**config.mk**
```make
export PLATFORM = sky130hd
export DESIGN_NAME = clk_swo_seq
export DESIGN_NICKNAME = d
export VERILOG_FILES = /design/src/rtl/clk_swo_pkg.sv /design/src/rtl/clk_swo_ctrl.sv /design/src/rtl/clk_swo_dp.sv /design/src/rtl/clk_swo_seq.sv
export SDC_FILE = /design/constraint.sdc
export NUM_CORES = 1
export LEC_CHECK = 0
export ABC_CLOCK_PERIOD_IN_PS = 3260
export BUFFER_PORTS_ARGS = -buffer_cell sky130_fd_sc_hd__buf_2
export CORE_MARGIN = 3
export CORE_UTILIZATION = 60
export CTS_CLUSTER_DIAMETER = 150
export CTS_CLUSTER_SIZE = 16
export DETAILED_ROUTE_END_ITERATION = 10
export PLACE_DENSITY = 0.83
export SYNTH_ARGS = -nofsm -noshare
export SYNTH_HDL_FRONTEND = slang
export SYNTH_SLANG_ARGS = --single-unit
```
**constraint.sdc**
```tcl
create_clock -name clk -period 3.26 [get_ports clk]
set_input_delay 0.652 -clock clk [delete_from_list [all_inputs] [get_ports clk]]
set_output_delay 0.652 -clock clk [all_outputs]
set_load 0.01 [all_outputs]
```
**src/rtl/clk_swo_pkg.sv**
```systemverilog
package clk_swo_pkg;
  typedef enum logic [1:0] {
    ST_IDLE   = 2'd0,
    ST_GATE   = 2'd1,
    ST_SWITCH = 2'd2,
    ST_WAIT   = 2'd3
  } seqState_t;

  typedef struct packed {
    logic loadTgt;
    logic dropEn;
    logic flipSel;
    logic raiseEn;
  } seqStrobe_t;
endpackage

```
**src/rtl/clk_swo_ctrl.sv**
```systemverilog
module clk_swo_ctrl
  import clk_swo_pkg::*;
#(
  parameter int CNT_W = 8
) (
  input  logic             clk,
  input  logic             rstN,
  input  logic             swReq,
  input  logic             swSel,
  input  logic [CNT_W-1:0] waitCycles,
  input  logic             activeSrc,
  input  logic             curTick,
  output seqStrobe_t       strobe,
  output logic             busy
);
  localparam logic [CNT_W-1:0] MIN_WAIT = CNT_W'(2);

  seqState_t        state, stateNext;
  logic [CNT_W-1:0] limit;
  logic [CNT_W-1:0] tickCnt;
  logic             accept;
  logic             lastTick;

  assign accept   = (state == ST_IDLE) && swReq && (swSel != activeSrc);
  assign lastTick = curTick && (tickCnt == limit - CNT_W'(1));

  always_comb begin
    stateNext = state;
    strobe    = '0;
    unique case (state)
      ST_IDLE: if (accept) begin
        stateNext      = ST_GATE;
        strobe.loadTgt = 1'b1;
      end
      ST_GATE: if (curTick) begin
        stateNext     = ST_SWITCH;
        strobe.dropEn = 1'b1;
      end
      ST_SWITCH: begin
        stateNext      = ST_WAIT;
        strobe.flipSel = 1'b1;
      end
      ST_WAIT: if (lastTick) begin
        stateNext      = ST_IDLE;
        strobe.raiseEn = 1'b1;
      end
      default: stateNext = ST_IDLE;
    endcase
  end

  always_ff @(posedge clk) begin
    if (!rstN) begin
      state   <= ST_IDLE;
      limit   <= MIN_WAIT;
      tickCnt <= '0;
    end else begin
      state <= stateNext;
      if (accept) limit <= (waitCycles < MIN_WAIT) ? MIN_WAIT : waitCycles;
      if (state != ST_WAIT)  tickCnt <= '0;
      else if (curTick)      tickCnt <= tickCnt + CNT_W'(1);
    end
  end

  assign busy = (state != ST_IDLE);
endmodule

```
**src/rtl/clk_swo_dp.sv**
```systemverilog
module clk_swo_dp
  import clk_swo_pkg::*;
(
  input  logic       clk,
  input  logic       rstN,
  input  logic       srcTick0,
  input  logic       srcTick1,
  input  logic       swSel,
  input  seqStrobe_t strobe,
  output logic       curTick,
  output logic       activeSrc,
  output logic       outEnable,
  output logic       clkEnOut
);
  logic tgtSrc;

  always_ff @(posedge clk) begin
    if (!rstN) begin
      tgtSrc    <= 1'b0;
      activeSrc <= 1'b0;
      outEnable <= 1'b1;
    end else begin
      if (strobe.loadTgt) tgtSrc    <= swSel;
      if (strobe.flipSel) activeSrc <= tgtSrc;
      if (strobe.dropEn)       outEnable <= 1'b0;
      else if (strobe.raiseEn) outEnable <= 1'b1;
    end
  end

  assign curTick  = activeSrc ? srcTick1 : srcTick0;
  assign clkEnOut = outEnable & curTick;
endmodule

```
**src/rtl/clk_swo_seq.sv**
```systemverilog
module clk_swo_seq
  import clk_swo_pkg::*;
#(
  parameter int CNT_W = 8
) (
  input  logic             clk,
  input  logic             rstN,
  input  logic             srcTick0,
  input  logic             srcTick1,
  input  logic             swReq,
  input  logic             swSel,
  input  logic [CNT_W-1:0] waitCycles,
  output logic             clkEnOut,
  output logic             outEnable,
  output logic             activeSrc,
  output logic             busy
);
  seqStrobe_t strobe;
  logic       curTick;

  clk_swo_ctrl #(.CNT_W(CNT_W)) ctrl_i (
    .clk(clk), .rstN(rstN), .swReq(swReq), .swSel(swSel),
    .waitCycles(waitCycles), .activeSrc(activeSrc), .curTick(curTick),
    .strobe(strobe), .busy(busy)
  );

  clk_swo_dp dp_i (
    .clk(clk), .rstN(rstN), .srcTick0(srcTick0), .srcTick1(srcTick1),
    .swSel(swSel), .strobe(strobe), .curTick(curTick),
    .activeSrc(activeSrc), .outEnable(outEnable), .clkEnOut(clkEnOut)
  );
endmodule

```
==> results of run 1 <==
-- per-stage QoR --
stage          utilization (%)  std cells  setup slack (ns)  power (mW)
3_5_place_dp              73.1        184             0.974       0.558
3_3_place_gp              73.1        184              1.07       0.543
2_1_floorplan                -        145              1.15       0.492
5_1_grt                   74.6        188             0.845       0.722
4_1_cts                   74.6        188             0.934       0.679
6_report                  74.6        188             0.917       0.675
-- logic make-up after synthesis --
family	count (synthesis)	share of synthesized area, %
and+or+nand+nor	66	25.8
DFF	21	34.3
AOI/OAI and AO/OA	20	14.1
xor gates and xnor gates	16	11.4
buffers and inverters	10	3.06
adders and majority gates	7	7.14
muxes	5	4.18
-- Yosys cell counts --
master	n	share of area, %
xnor2_1	5	3.6
or2b_2	1	0.71
dfxtp_1	21	34
and2_1	1	0.51
nor4_1	1	0.51
a2111oi_4	1	2.2
nand3b_1	1	0.61
nand2b_1	2	1.0
xor2_1	11	7.9
a221oi_1	1	0.71
nor2_1	10	3.1
a21oi_1	2	0.82
a21o_1	1	0.61
mux2_2	1	0.92
a32oi_1	1	0.71
or2_2	1	0.51
mux2i_1	4	3.3
clkbuf_1	3	0.92
a21boi_1	8	4.9
o21ai_0	1	0.41
nor3_1	4	1.6
and3_1	2	1.0
nor2b_1	1	0.51
or4_4	1	0.92
nand4b_1	1	0.71
nand3_1	6	2.4
a2111oi_2	1	1.2
ha_1	7	7.1
nand4_1	3	1.5
and3b_1	1	0.71
o21ai_1	1	0.41
nand2_1	29	8.9
o211ai_1	1	0.61
o22ai_1	1	0.51
inv_1	7	2.1
o221a_2	1	0.92
nor2_2	1	0.51
-- metal layers --
metal	part of all wire (%)	vias to the layer above	track usage, %	wire (um)
li1	-	536	-	-
met1	47	497	26.0	1140
met2	49	20	34.8	1170
met3	3.0	4	3.50	72
met4	1.0	0	5.38	25
met5	0	-	0	0
-- power groups by stage --
stage               Combinational (mW)  Clock (mW)  Sequential, mW
CTS                              0.238       0.125           0.316
detailed placement               0.237           0           0.322
global route                     0.263       0.138           0.321
floorplan                        0.178           0           0.314
finish                           0.237       0.121           0.317
global placement                 0.224           0           0.319
-- registers in the layout (all words and copies together), names as in the netlist --
register and count:
dp_i.activeSrc 1, ctrl_i.limit 8, dp_i.tgtSrc 1, dp_i.outEnable 1, ctrl_i.tickCnt 8, ctrl_i.state 2
-- final timing paths --
| check | startpoint | endpoint | cells past startpoint | slack (ns) |
|---|---|---|---|---|
| max reg2reg | ctrl_i.limit[0] | ctrl_i.state[1] | 6 | 0.92 |
| min reg2reg | dp_i.tgtSrc | dp_i.tgtSrc | 2 | 0.47 |
| max | ctrl_i.limit[0] | ctrl_i.state[1] | 6 | 0.92 |
| min | dp_i.tgtSrc | dp_i.tgtSrc | 2 | 0.47 |
-- area by class of cell --
type                    count  area (um2)
fillers                   154         463
flip-flops and latches     21         420
clock buffers               4        26.3
inverters                   7        26.3
repair buffers             17        85.1
multi-input cells         114         768
well taps                  25        31.3
-- worst reg2reg max path, cell delays in order, from the launching register on --
cell       delay [ns]
dfxtp_1          0.38
or4_4            0.59
a2111oi_4        0.30
nor2_2           0.07
a2111oi_2        0.46
o221a_2          0.30
mux2i_1          0.18
==> impl_metrics.env, run 1 <==
export IMPL_netlist_area_um2=1230
export IMPL_cts_path_max_buffers=2
export IMPL_nNetsFinal=185
export IMPL_setup_tns_ns=0
export IMPL_postCtsResizedCells=0
export IMPL_crit_path_end_kind="flop"
export IMPL_cpPeakStageDelay_ns=0.59
export IMPL_slew_limit_headroom_pct=73.6
export IMPL_seqPwrFrac_pct=46.9
export IMPL_hp_class="flop to flop"
export IMPL_final_setup_skew_ns=0.00164
export IMPL_grt_pass1_vias=950
export IMPL_vias=1057
export IMPL_slew_violations=0
export IMPL_syn_area_per_cell_um2=8.46
export IMPL_drv_cap=0
export IMPL_final_cell_mix="nand2_1, dfxtp_1, buf_2"
export IMPL_fin_crit_ns=2.34
export IMPL_cts_tree="built"
export IMPL_p_sw_mw=0.236
export IMPL_holdWs_ns=0.466
export IMPL_p_sw_share_pct=35.0
export IMPL_drtIter0Drc=16
export IMPL_outcome="finished, final reports clean"
export IMPL_io_buffers=17
export IMPL_io_pins=18
export IMPL_routed_via_density=5.62
export IMPL_cp_start_kind="flop"
export IMPL_path_delay_family="compound AO/OA/AOI/OAI gates"
export IMPL_irDropWorstVdd_mv=0.428
export IMPL_numCtsBuffers=3
export IMPL_worst_pin_slew_ns=0.395
export IMPL_clockPowerShare_pct=17.9
export IMPL_gr_total_overflow=0
export IMPL_netlist_instances=145
export IMPL_rsz0062_at_grt="false"
export IMPL_wire_per_inst_um=12.8
export IMPL_die_h_um=51.2
export IMPL_antenna_found_initial=0
export IMPL_hold_viol=0
export IMPL_rows=15
export IMPL_grt_pass1_wl_um=4040
export IMPL_post_route_cell_area_um2=1360
export IMPL_floorplan_initialDensity_pct=67.4
export IMPL_n_antenna_cell=0
export IMPL_drive_gt1_share_pct=17.2
export IMPL_die_area_um2=2620
export IMPL_crit_path_cell_trace="or4_4, a2111oi_4, nor2_2, a2111oi_2, o221a_2, mux2i_1"
export IMPL_ctsHoldBuffers=0
export IMPL_timing_final_crit_share_pct=71.9
export IMPL_final_common_cell="nand2_1"
export IMPL_cp_arrival_ns=2.57
export IMPL_syn_nets=166
export IMPL_pwr_share_comb_pct=35.1
export IMPL_clkLatencyLatePin_ns=0.29
export IMPL_syn_to_final_growth_pct=10.7
export IMPL_ctsRootBufferMaster="clkbuf_4"
export IMPL_postCtsSetupBuffers=0
export IMPL_ant_nets=0
export IMPL_first_pass_iters=5
export IMPL_ys_types=37
export IMPL_p_leak_nw=0.545
export IMPL_power_density_nw_per_um2=497
export IMPL_clock_sinks=21
export IMPL_slowest_stage="or4_4"
export IMPL_die_w_um=51.2
export IMPL_crit_type="flop to flop"
export IMPL_synth_seq_area_share_pct=34.3
export IMPL_yosys_warnings=0
export IMPL_cp_max_fo=6
export IMPL_h_tree_depth=1
export IMPL_clk_pin_slew_ns=0.11
export IMPL_drt_total_wl_um=2410
export IMPL_synth_seq_cells=21
export IMPL_dpl_cell_area_um2=1330
export IMPL_setup_viol=0
export IMPL_dp_hpwl_um=1940
export IMPL_core_region_area_um2=1820
export IMPL_crit_buf_inv=0
export IMPL_internal_power_mw=0.439
export IMPL_grt_use_total_pct=20.3
export IMPL_grt_max_degree=17
export IMPL_cp_required_ns=3.49
export IMPL_fmax_mhz=427
export IMPL_gp_congestion=0.854
export IMPL_drc=0
Power figures use the tool's default switching activity.
==> run 2: changes to the inputs <==
- ABC_CLOCK_PERIOD_IN_PS: 3260 -> 1900
- CORE_ASPECT_RATIO: default -> 1.75
- CORE_UTILIZATION: 60 -> 50
- PLACE_DENSITY: 0.83 -> 0.74
- clock period: 3.26 -> 1.9 ns (I/O delays scaled with it)
==> run 2 against run 1 <==
  * The flow now finishes with violations (setup timing)
  * Design area grew 11%
  * Via count grew 6.7%
  * Core utilization shrank 8.9 points
  * Register-to-register slack lost 1.1 ns
  * Die area grew 18%
  * Clock skew is essentially flat
==> impl_metrics.env, run 2 (synthesized netlist as in run 1, its figures left out) <==
export IMPL_cp_required_ns=2.09
export IMPL_internal_power_mw=0.844
export IMPL_clk_pin_slew_ns=0.07
export IMPL_core_region_area_um2=2300
export IMPL_syn_to_final_growth_pct=23.3
export IMPL_antenna_found_initial=0
export IMPL_nNetsFinal=199
export IMPL_drv_cap=0
export IMPL_grt_max_degree=17
export IMPL_grt_pass1_wl_um=4820
export IMPL_hold_viol=0
export IMPL_cp_max_fo=2
export IMPL_cp_start_kind="flop"
export IMPL_die_h_um=71.5
export IMPL_cpPeakStageDelay_ns=0.57
export IMPL_outcome="finished, violations left"
export IMPL_fin_crit_ns=2.09
export IMPL_hp_class="primary input to flop"
export IMPL_drtIter0Drc=24
export IMPL_numCtsBuffers=3
export IMPL_clockPowerShare_pct=22.6
export IMPL_r2r_start="ctrl_i.limit[3]"
export IMPL_timing_final_crit_share_pct=110
export IMPL_numPlacedInstances=198
export IMPL_regToRegEndpoint="ctrl_i.state[0]"
export IMPL_crit_path_cell_trace="or4_4, a2111oi_4, nor2_2, a2111oi_4, o221a_2, mux2i_1"
export IMPL_ant_nets=0
export IMPL_gp_congestion=0.815
export IMPL_wire_per_inst_um=13.7
export IMPL_n_fill_cell=198
export IMPL_worst_pin_slew_ns=0.402
export IMPL_final_setup_skew_ns=0.00162
export IMPL_final_cell_count_no_fill=202
export IMPL_drt_total_wl_um=2770
export IMPL_cp_arrival_ns=2.29
export IMPL_setup_ws_ns=-0.195
export IMPL_rows=23
export IMPL_rr_worst_depth=6
export IMPL_grt_pass1_vias=1202
export IMPL_setup_viol=3
export IMPL_holdWs_ns=0.354
export IMPL_p_sw_mw=0.430
export IMPL_pwr_share_comb_pct=35.8
export IMPL_p_leak_nw=0.629
export IMPL_die_w_um=43.4
export IMPL_drive_gt1_share_pct=26.0
export IMPL_power_density_nw_per_um2=843
export IMPL_vias=1128
export IMPL_cts_path_max_buffers=2
export IMPL_rsz0062_at_grt="true"
export IMPL_violations="setup timing"
export IMPL_crit_type="flop to flop"
export IMPL_h_tree_depth=1
export IMPL_final_cell_mix="nand2_1, dfxtp_1, buf_2"
export IMPL_final_common_cell="nand2_1"
export IMPL_slowest_stage="or4_4"
export IMPL_whs_path_depth=3
export IMPL_dp_hpwl_um=2210
export IMPL_io_buffers=17
export IMPL_reg2reg_slack_ns=-0.19
export IMPL_dpl_cell_area_um2=1440
export IMPL_largest_registers="ctrl_i.limit (8), ctrl_i.tickCnt (8), ctrl_i.state (2)"
export IMPL_seqPwrFrac_pct=41.5
export IMPL_routed_via_density=5.58
export IMPL_irDropWorstVdd_mv=0.643
export IMPL_fmax_mhz=477
export IMPL_io_pins=18
export IMPL_post_route_cell_area_um2=1510
export IMPL_ctsHoldBuffers=0
export IMPL_cts_tree="built"
export IMPL_slew_limit_headroom_pct=73.1
export IMPL_floorplan_initialDensity_pct=53.3
export IMPL_n_antenna_cell=0
export IMPL_pre_cts_slack_ns=-0.271
export IMPL_crit_top_cell="a2111oi_4"
export IMPL_grt_use_total_pct=19.9
export IMPL_drc=0
export IMPL_slew_violations=0
export IMPL_gr_total_overflow=0
export IMPL_first_pass_iters=4
export IMPL_clock_sinks=21
export IMPL_p_sw_share_pct=33.8
export IMPL_clkLatencyLatePin_ns=0.26
export IMPL_crit_path_end_kind="flop"
export IMPL_min_from="waitCycles[1]"
export IMPL_ctsRootBufferMaster="clkbuf_8"
export IMPL_power_total_mw=1.27
export IMPL_die_area_um2=3110
export IMPL_hold_path_endpoint="ctrl_i.limit[1]"
==> run 2: how the worst max path moves through the flow <==
stage	start	slack, ns	end
after floorplan	ctrl_i.limit[3]	-0.09	ctrl_i.state[0]
after detailed placement	ctrl_i.limit[3]	-0.27	ctrl_i.state[0]
final	ctrl_i.limit[3]	-0.19	ctrl_i.state[0]
after global routing	ctrl_i.limit[3]	-0.33	ctrl_i.state[0]
after CTS	ctrl_i.limit[3]	-0.21	ctrl_i.state[0]
after global placement	ctrl_i.limit[3]	-0.13	ctrl_i.state[1]
==> run 2: routing by layer <==
layer	up-vias	part of all wire (%)	track usage, %
li1	561	-	-
met1	531	36	19.0
met2	23	55	37.1
met3	13	3.0	2.51
met4	0	5.6	13.8
met5	-	0	0
==> run 2: critical path, delay by kind of cell, from the launching register on <==
family / cells / cell delay, ns
DFF: 1 / 0.32
AOI/OAI and AO/OA: 3 / 0.87
muxes: 1 / 0.19
and+or+nand+nor: 2 / 0.65
==> run 2: through the flow <==
step           util (%)  TNS, ns
6_report           65.7   -0.442
5_1_grt            65.7   -0.846
4_1_cts            65.4   -0.479
3_5_place_dp       62.7   -0.647
3_3_place_gp       62.7   -0.292
2_1_floorplan         -   -0.183
==> run 2: power by group through the flow <==
stage | Combinational (mW) | Sequential (mW) | Clock [mW]
floorplan | 0.306 | 0.540 | 0
global placement | 0.431 | 0.535 | 0
detailed placement | 0.447 | 0.538 | 0
CTS | 0.456 | 0.530 | 0.291
global route | 0.524 | 0.537 | 0.307
finish | 0.456 | 0.529 | 0.288
==> run 2: timing repair <==
action / CTS / global route
endpoints found under the hold margin: 0 / 0
endpoints found under the setup margin: 3 / 3
buffers inserted: 0 / 0
gates resized for setup: 2 / 1
pin swaps: 4 / 2
gates cloned: 0 / 0
==> run 2: layout make-up <==
cell class,count,area [um2],share of cell area [%]
clock buffers,3,41.3,2.73
clock inverters,1,5.00,0.331
inverters,7,26.3,1.74
multi-input cells,114,796,52.6
flip-flops and latches,21,422,27.9
well taps,25,31.3,2.07
repair buffers,31,190,12.6
==> run 3: changes to the inputs <==
- CORE_MARGIN: 3 -> 2
- CORE_UTILIZATION: 50 -> 40
- PLACE_DENSITY: 0.74 -> default
==> run 3 against run 2 <==
  * The run still ends with setup timing left
  * Sequential cell count unchanged
  * Sequential share of layout area barely moved
  * Sequential power hardly changed
  * Clock skew increased by 0.00080 ns
  * Core utilization down 14 points
  * Register-to-register slack about the same
  * Global-route usage is 2.4 points lower
  * Largest power group unchanged
  * Count of clock-buffer cells in the layout grew 1
  * Clock power rose by 3%
  * Critical path depth is the same
  * Combinational power is 1% higher
  * Wire length fell by 2.5%
==> impl_metrics.env, run 3 (synthesized netlist as in run 1, its figures left out) <==
export IMPL_final_common_cell="nand2_1"
export IMPL_core_region_area_um2=2930
export IMPL_drive_gt1_share_pct=26.6
export IMPL_routed_via_density=5.31
export IMPL_slowest_stage="or4_4"
export IMPL_ctsHoldBuffers=0
export IMPL_cpPeakStageDelay_ns=0.55
export IMPL_r2r_start="ctrl_i.limit[3]"
export IMPL_syn_to_final_growth_pct=23.7
export IMPL_reg2reg_slack_ns=-0.19
export IMPL_clkLatencyLatePin_ns=0.26
export IMPL_cp_start_kind="flop"
export IMPL_fmax_mhz=479
export IMPL_rsz0062_at_grt="true"
export IMPL_grt_use_total_pct=17.5
export IMPL_clk_pin_slew_ns=0.08
export IMPL_die_w_um=45.9
export IMPL_hold_viol=0
export IMPL_nNetsFinal=199
export IMPL_rows=26
export IMPL_cp_required_ns=2.10
export IMPL_irDropWorstVdd_mv=0.567
export IMPL_drtIter0Drc=16
export IMPL_io_pins=18
export IMPL_outcome="finished, violations left"
export IMPL_setup_ws_ns=-0.187
export IMPL_wire_per_inst_um=13.2
export IMPL_numCtsBuffers=3
export IMPL_holdWs_ns=0.351
export IMPL_whs_path_depth=3
export IMPL_cp_max_fo=2
export IMPL_postCtsSetupBuffers=0
export IMPL_drv_cap=0
export IMPL_drc=0
export IMPL_hold_path_endpoint="ctrl_i.limit[1]"
export IMPL_ctsRootBufferMaster="clkbuf_8"
export IMPL_regToRegEndpoint="ctrl_i.state[1]"
export IMPL_worst_pin_slew_ns=0.389
export IMPL_rr_worst_depth=6
export IMPL_crit_type="flop to flop"
export IMPL_largest_registers="ctrl_i.limit (8), ctrl_i.tickCnt (8), ctrl_i.state (2)"
export IMPL_io_buffers=17
export IMPL_crit_path_cell_trace="or4_4, a2111oi_4, nor2_2, a2111oi_4, o221a_2, mux2i_1"
export IMPL_cts_path_max_buffers=2
export IMPL_die_area_um2=3540
export IMPL_n_fill_cell=275
export IMPL_drt_total_wl_um=2700
export IMPL_dp_hpwl_um=2160
export IMPL_slew_violations=0
export IMPL_crit_path_end_kind="flop"
export IMPL_pre_cts_slack_ns=-0.253
export IMPL_timing_final_crit_share_pct=110
export IMPL_hp_class="primary input to flop"
export IMPL_crit_top_cell="a2111oi_4"
export IMPL_grt_pass1_vias=1112
export IMPL_power_density_nw_per_um2=851
export IMPL_violations="setup timing"
export IMPL_h_tree_depth=1
export IMPL_setup_viol=3
export IMPL_ant_nets=0
export IMPL_gr_total_overflow=0
export IMPL_p_leak_nw=0.636
export IMPL_die_h_um=77.2
export IMPL_clock_sinks=21
export IMPL_cts_tree="built"
export IMPL_slew_limit_headroom_pct=74.0
export IMPL_final_setup_skew_ns=0.00242
export IMPL_first_pass_iters=4
export IMPL_final_util_pct=51.8
export IMPL_grt_pass1_wl_um=4690
export IMPL_fin_crit_ns=2.09
export IMPL_gp_congestion=0.885
export IMPL_vias=1089
export IMPL_final_cell_mix="nand2_1, dfxtp_1, buf_2"
export IMPL_floorplan_initialDensity_pct=41.9
export IMPL_min_from="waitCycles[1]"
export IMPL_final_cell_count_no_fill=205
export IMPL_setup_tns_ns=-0.424
export IMPL_cp_arrival_ns=2.28
export IMPL_numPlacedInstances=201
export IMPL_grt_max_degree=17
export IMPL_n_antenna_cell=0
export IMPL_antenna_found_initial=0
run 3: cell types whose count changed in the layout (fill, tap and decap cells not counted):
cell,delta
a32oi_2,+1
nor3_4,-1
clkinv_2,-1
a32oi_1,-1
dfxtp_2,+1
nor3_2,+1
dfxtp_1,-1
clkbuf_1,+1
run 3: critical path: cells and delay by family (launching register included):
kind	cells	cell delay [ns]
multiplexers	1	0.18
flip-flops	1	0.32
AO/OA/AOI/OAI	3	0.88
AND/OR/NAND/NOR	2	0.63
run 3: how the worst max path moves through the flow:
stage	slack, ns	endpoint	start	cells after the start
after floorplan	-0.09	ctrl_i.state[0]	ctrl_i.limit[3]	6
after global placement	-0.14	ctrl_i.state[0]	ctrl_i.limit[3]	6
after CTS	-0.20	ctrl_i.state[1]	ctrl_i.limit[3]	6
after detailed placement	-0.25	ctrl_i.state[1]	ctrl_i.limit[3]	6
final	-0.19	ctrl_i.state[1]	ctrl_i.limit[3]	6
after global routing	-0.28	ctrl_i.state[1]	ctrl_i.limit[3]	6
run 3: metal layers:
layer	share of wire, %	GRT usage [%]	up-vias
met1	39	20.7	502
met5	0	0	-
met2	56	28.7	20
met4	2.4	9.71	0
li1	-	-	559
met3	2.2	1.88	8
run 3: where the power goes:
| part | internal (mW) | switching (mW) |
|---|---|---|
| sequential | 0.487 | 0.0442 |
| clock | 0.150 | 0.148 |
| combinational | 0.215 | 0.246 |
| total | 0.852 | 0.439 |
run 3: timing repair:
| item | in CTS | in global routing |
|---|---|---|
| resized for setup | 3 | 1 |
| endpoints found under the setup margin | 3 | 3 |
| cloned | 0 | 0 |
| pin swaps | 2 | 0 |
run 3: stage by stage:
step	power (mW)	area [um2]
CTS	1.29	1510
global route	1.38	1520
floorplan	0.846	1230
global placement	0.974	1450
finish	1.29	1520
detailed placement	0.989	1450
run 3: layout make-up:
| cell class | count | area [um2] | share of cell area [%] |
|---|---|---|---|
| multi-input cells | 114 | 797 | 52.6 |
| flip-flops and latches | 21 | 423 | 27.9 |
| repair buffers | 31 | 190 | 12.5 |
| clock buffers | 4 | 45.0 | 2.97 |
| well taps | 28 | 35.0 | 2.31 |
| inverters | 7 | 26.3 | 1.73 |
